[src/rtl/nvm_guard_pkg.sv]
package nvm_guard_pkg;
  localparam int LOCK_W     = 8;
  localparam int EXT_CH     = 5;
  localparam int BOOT_LO    = 2;
  localparam int BOOT_HI    = 5;
  localparam logic [LOCK_W-1:0] SPARE_MASK = 8'hC0;
  localparam logic [LOCK_W-1:0] BOOT_MASK  = 8'h3C;

  typedef enum logic [1:0] {
    LB_FULL  = 2'b00,
    LB_WLOCK = 2'b01,
    LB_OPEN  = 2'b10
  } lb_mode_e;

  function automatic lb_mode_e lb_decode(input logic [1:0] pair);
    case (pair)
      2'b11:   return LB_OPEN;
      2'b10:   return LB_WLOCK;
      default: return LB_FULL;
    endcase
  endfunction

  function automatic logic [LOCK_W-1:0] lock_merge(
      input logic [LOCK_W-1:0] cur,
      input logic [LOCK_W-1:0] data,
      input logic              freeze_boot);
    logic [LOCK_W-1:0] keep;
    keep = freeze_boot ? BOOT_MASK : '0;
    return (cur & (data | keep)) | SPARE_MASK;
  endfunction
endpackage

[src/rtl/nvm_guard_store.sv]
module nvm_guard_store
  import nvm_guard_pkg::*;
(
  input  logic              clk,
  input  logic              rst_n,
  input  logic              wr,
  input  logic [LOCK_W-1:0] wdata,
  input  logic              erase,
  input  logic              freeze_boot,
  output logic [LOCK_W-1:0] q
);
  logic [LOCK_W-1:0] nxt;

  always_comb begin
    if (erase)   nxt = '1;
    else if (wr) nxt = lock_merge(q, wdata, freeze_boot);
    else         nxt = q;
  end

  always_ff @(posedge clk or negedge rst_n) begin
    if (!rst_n) q <= '1;
    else        q <= nxt;
  end
endmodule

[src/rtl/nvm_guard_ext.sv]
module nvm_guard_ext
  import nvm_guard_pkg::*;
(
  input  lb_mode_e          mode,
  input  logic [EXT_CH-1:0] req,
  output logic [EXT_CH-1:0] ok
);
  // channel order: 0 flash wr, 1 eeprom wr, 2 verify, 3 fuse wr, 4 lock wr
  logic [EXT_CH-1:0] allow;

  always_comb begin
    allow = '0;
    case (mode)
      LB_OPEN:  allow = '1;
      LB_WLOCK: allow = 5'b10100;
      default:  allow = '0;
    endcase
  end

  for (genvar c = 0; c < EXT_CH; c++) begin : g_ch
    assign ok[c] = req[c] & allow[c];
  end
endmodule

[src/rtl/nvm_guard_self.sv]
module nvm_guard_self (
  input  logic blb01,
  input  logic blb02,
  input  logic exec_in_boot,
  input  logic vec_in_boot,
  input  logic wr_req,
  input  logic rd_req,
  output logic wr_ok,
  output logic rd_ok,
  output logic irq_block
);
  logic rd_fence;
  assign rd_fence  = ~blb02 & exec_in_boot;
  assign wr_ok     = wr_req & blb01;
  assign rd_ok     = rd_req & ~rd_fence;
  assign irq_block = ~blb02 & vec_in_boot & ~exec_in_boot;
endmodule

[src/rtl/nvm_guard.sv]
module nvm_guard
  import nvm_guard_pkg::*;
(
  input  logic              clk,
  input  logic              rst_n,
  input  logic              lk_wr,
  input  logic [LOCK_W-1:0] lk_wdata,
  input  logic              erase,
  input  logic              ext_flash_wr_req,
  input  logic              ext_eep_wr_req,
  input  logic              ext_verify_req,
  input  logic              ext_fuse_wr_req,
  input  logic              ext_lock_wr_req,
  input  logic              spm_app_wr_req,
  input  logic              tbl_app_rd_req,
  input  logic              exec_in_boot,
  input  logic              vec_in_boot,
  output logic              ext_flash_wr_ok,
  output logic              ext_eep_wr_ok,
  output logic              ext_verify_ok,
  output logic              ext_fuse_wr_ok,
  output logic              ext_lock_wr_ok,
  output logic              spm_app_wr_ok,
  output logic              tbl_app_rd_ok,
  output logic              irq_block,
  output logic [LOCK_W-1:0] lock_q
);
  lb_mode_e          lb_mode;
  logic              boot_frozen;
  logic [EXT_CH-1:0] ext_req;
  logic [EXT_CH-1:0] ext_ok;

  assign lb_mode     = lb_decode(lock_q[1:0]);
  assign boot_frozen = (lb_mode == LB_FULL);

  nvm_guard_store u_store (
    .clk         (clk),
    .rst_n       (rst_n),
    .wr          (lk_wr),
    .wdata       (lk_wdata),
    .erase       (erase),
    .freeze_boot (boot_frozen),
    .q           (lock_q)
  );

  assign ext_req = {ext_lock_wr_req, ext_fuse_wr_req, ext_verify_req,
                    ext_eep_wr_req, ext_flash_wr_req};

  nvm_guard_ext u_ext (
    .mode (lb_mode),
    .req  (ext_req),
    .ok   (ext_ok)
  );

  assign ext_flash_wr_ok = ext_ok[0];
  assign ext_eep_wr_ok   = ext_ok[1];
  assign ext_verify_ok   = ext_ok[2];
  assign ext_fuse_wr_ok  = ext_ok[3];
  assign ext_lock_wr_ok  = ext_ok[4];

  nvm_guard_self u_self (
    .blb01        (lock_q[BOOT_LO]),
    .blb02        (lock_q[BOOT_LO+1]),
    .exec_in_boot (exec_in_boot),
    .vec_in_boot  (vec_in_boot),
    .wr_req       (spm_app_wr_req),
    .rd_req       (tbl_app_rd_req),
    .wr_ok        (spm_app_wr_ok),
    .rd_ok        (tbl_app_rd_ok),
    .irq_block    (irq_block)
  );
endmodule

[config.mk]
export PLATFORM = sky130hd
export DESIGN_NAME = nvm_guard
export DESIGN_NICKNAME = d
export VERILOG_FILES = /design/src/rtl/nvm_guard_pkg.sv /design/src/rtl/nvm_guard_store.sv /design/src/rtl/nvm_guard_ext.sv /design/src/rtl/nvm_guard_self.sv /design/src/rtl/nvm_guard.sv
export SDC_FILE = /design/constraint.sdc
export NUM_CORES = 1
export LEC_CHECK = 0
export BUFFER_PORTS_ARGS = -buffer_cell sky130_fd_sc_hd__buf_4
export CORE_AREA = 4 4 41 43
export DETAILED_ROUTE_END_ITERATION = 8
export DIE_AREA = 0 0 45 47
export REMOVE_ABC_BUFFERS = 1
export SYNTH_ARGS = -nofsm -noshare
export SYNTH_HDL_FRONTEND = slang
export SYNTH_SLANG_ARGS = --single-unit
[constraint.sdc]
create_clock -name clk -period 1.6 [get_ports clk]
set_clock_uncertainty 0.2 [all_clocks]
set_input_delay 0.24 -clock clk [delete_from_list [all_inputs] [get_ports clk]]
set_output_delay 0.24 -clock clk [all_outputs]
set_load 0.03 [all_outputs]
==> flow_summary.json <==
{
  "cts_sinks": 6,
  "grt_pass1_wl_um": 1550,
  "fin_tns_setup_ns": -0.605,
  "irDropWorstVdd_uv": 545,
  "die_x_um": 45,
  "final-hold-violation-count": 0,
  "core_um2": 1300,
  "finalCritPeriodShare": 1.15,
  "power.leakage_nw": 0.344,
  "vias_per_cell": 4.21,
  "drt_iter0_drc": 4,
  "cap_violations": 0,
  "clkTransAtPathRegs_ns": 0.04,
  "ys_seq_area_frac": 0.427,
  "root_buffer": "clkbuf_4",
  "final_area_um2": 679,
  "synth_area_um2": 369,
  "gp_congestion": 0.690,
  "crit_start": "u_store.q[0]",
  "cts_tree": "yes",
  "drive_gt1_frac": 0.667,
  "synth_warnings": 0,
  "reg2reg_slack_ns": 0.23,
  "slowest_stage": "dfstp_2",
  "dieArea_um2": 2120,
  "min_from": "lk_wdata[3]",
  "p_comb_frac": 0.416,
  "synthSimpleGateAreaFrac": 0.292,
  "whs_path_depth": 3,
  "grt_pass1_vias": 355,
  "postSynthCellCount": 41,
  "cp_top_family": "flip-flops",
  "synth-xor-area-share": 0,
  "cts_buffer_depth": 2,
  "status": "finished with violations",
  "regMostFlops": "u_store.q",
  "p_total_uw": 543,
  "wl_um": 1050,
  "port_buffers": 32,
  "synth_compound_area_frac": 0.115,
  "required_ns": 1.16,
  "path_buf_inv": 1,
  "clock_latency_ns": 0.24,
  "num-fill-cells": 142,
  "areaGrowthSynthToFinish_pct": 84.1,
  "grt_setup_unrepaired": "true",
  "top_regs": "u_store.q: 6 flops",
  "highest_layer": "met3",
  "hold_path_class": "in -> reg",
  "drtAntennaViolNets": 0,
  "wl_met2_um": 538,
  "grt_overflow": 0,
  "worstPathArrival_ns": 1.40,
  "grt.total_usage": 0.106,
  "swShare": 0.321,
  "slew_viol_final": 0,
  "setup_violations": 5,
  "min_period_ns": 1.84,
  "cts_inserted_buffers": 3,
  "wl_per_cell_um": 11.7,
  "htreeDepth": 1,
  "r2r_cells": 4,
  "synth.avg_cell_area_um2": 9.00,
  "p_sw_uw": 174,
  "synth_top_family_by_area": "simple AND/OR/NAND/NOR gates",
  "crit_type": "reg -> out",
  "drt-pass1-iter-count": 2,
  "powerDensity_nw_per_um2": 799,
  "synthMuxAreaShare": 0,
  "antenna_cells": 0,
  "crit_chain": "nand2_1 > ha_1 > and2_4 > buf_6",
  "intPower_uw": 369,
  "end_kind": "primary output",
  "fp-row-count": 13,
  "critPathMaxStageDelay_ns": 0.53,
  "num_vias": 379,
  "synthAdderAreaFrac": 0.0339,
  "grt_max_degree": 11,
  "r2r-end": "u_store.q[5]",
  "clockPowerShare": 0.250,
  "regToRegStartpoint": "u_store.q[0]",
  "startpoint_type": "register",
  "timing.final.ws_setup_ns": -0.244,
  "max_freq_ghz": 0.542,
  "ioPinCount": 37,
  "die_h_um": 47,
  "path_max_fanout": 3,
  "hpwlAfterDp_um": 817,
  "largest_register_ffs": 6,
  "start_util": 0.284,
  "drc": 0,
  "ys_ff_latch": 6,
  "seqPwrFrac": 0.334,
  "dr_wl_met3_um": 118,
  "synth_cell_types": 16,
  "antenna_found_initial": 0,
  "hold_end": "u_store.q[3]",
  "violations": "setup timing",
  "fin_nets": 99,
  "wl_met1_um": 395,
  "placed_area_um2": 606
}
[cell usage after synthesis]
cell      instances  share of area
buf_6             1          0.031
nor2_1            8          0.081
conb_1            1          0.010
and2b_4           1          0.027
a21oi_1           4          0.054
nand2b_1          3          0.051
buf_4             4          0.081
dfstp_2           6           0.43
inv_1             1          0.010
nand2_1           1          0.010
ha_1              1          0.034
and2_1            3          0.051
nor3b_1           1          0.020
and3_1            3          0.051
a21o_1            2          0.041
a21boi_1          1          0.020
[layout by cell type (no fill, tap or decap), types with 2 or more instances in the layout]
master and instances:
conb_1 2, a21o_1 2, buf_6 6, clkbuf_4 3, nor2_1 8, buf_4 28, nand2b_1 3, a21oi_1 4
dfstp_2 6, and3_4 2, and2_4 2
[repair_timing]
item / 4_1_cts / 5_1_grt
endpoints found under the setup margin: 5 / 6
hold buffers: 1 / 0
pin swaps: 4 / 1
buffers inserted: 0 / 0
endpoints found under the hold margin: 6 / 0
gates resized for setup: 7 / 5
[worst max-delay path by stage]
| stage | to | slack [ns] | cells after the start |
|---|---|---|---|
| floorplan | ext_lock_wr_ok | -0.12 | 3 |
| global placement | ext_lock_wr_ok | -0.02 | 4 |
| detailed placement | ext_verify_ok | -0.03 | 4 |
| CTS | ext_verify_ok | -0.26 | 4 |
| global route | ext_lock_wr_ok | -0.30 | 4 |
| finish | ext_lock_wr_ok | -0.24 | 4 |
[stage by stage]
stage	hold WS [ns]	setup slack [ns]	util	cells
6_report	0.0510	-0.244	0.522	90
5_1_grt	0.0635	-0.304	0.522	90
4_1_cts	0.0423	-0.258	0.509	90
3_5_place_dp	0.0335	-0.0347	0.465	86
3_3_place_gp	0.0343	-0.0213	0.465	86
2_1_floorplan	-0.108	-0.123	-	37
[routing by layer]
metal,global-route usage,vias up
met5,0,-
met4,0.0351,0
met3,0.0651,0
met2,0.172,17
met1,0.114,167
li1,-,195
[power by group through the flow]
| stage | Sequential, mW | Clock (mW) | Combinational [mW] |
|---|---|---|---|
| after detailed placement | 0.183 | 0 | 0.202 |
| after global placement | 0.183 | 0 | 0.200 |
| after floorplan | 0.209 | 0 | 0.0790 |
| after CTS | 0.181 | 0.145 | 0.220 |
| after global routing | 0.184 | 0.154 | 0.240 |
| final | 0.181 | 0.136 | 0.226 |
[tightest hold or removal path, cell delays in order]
cell and delay (ns):
buf_4 0.11, nor2_1 0.07, a21oi_1 0.07
[cell type report]
| cell class | count | area, µm² | area share |
|---|---|---|---|
| clock buffers | 3 | 22.5 | 0.0331 |
| inverters | 1 | 3.75 | 0.00552 |
| multi-input cells | 30 | 189 | 0.278 |
| flip-flops and latches | 6 | 158 | 0.232 |
| well taps | 15 | 18.8 | 0.0276 |
| repair buffers | 35 | 288 | 0.424 |
[kinds of logic (layout without fill, tap and decap cells)]
family / after synthesis / after routing
AO/OA/AOI/OAI: 7 / 7
adder cells (fa/ha/maj): 1 / 1
buffers and inverters: 6 / 39
flip-flops: 6 / 6
other: 1 / 2
AND/OR/NAND/NOR: 20 / 20
(Power assumes the default switching activity.)
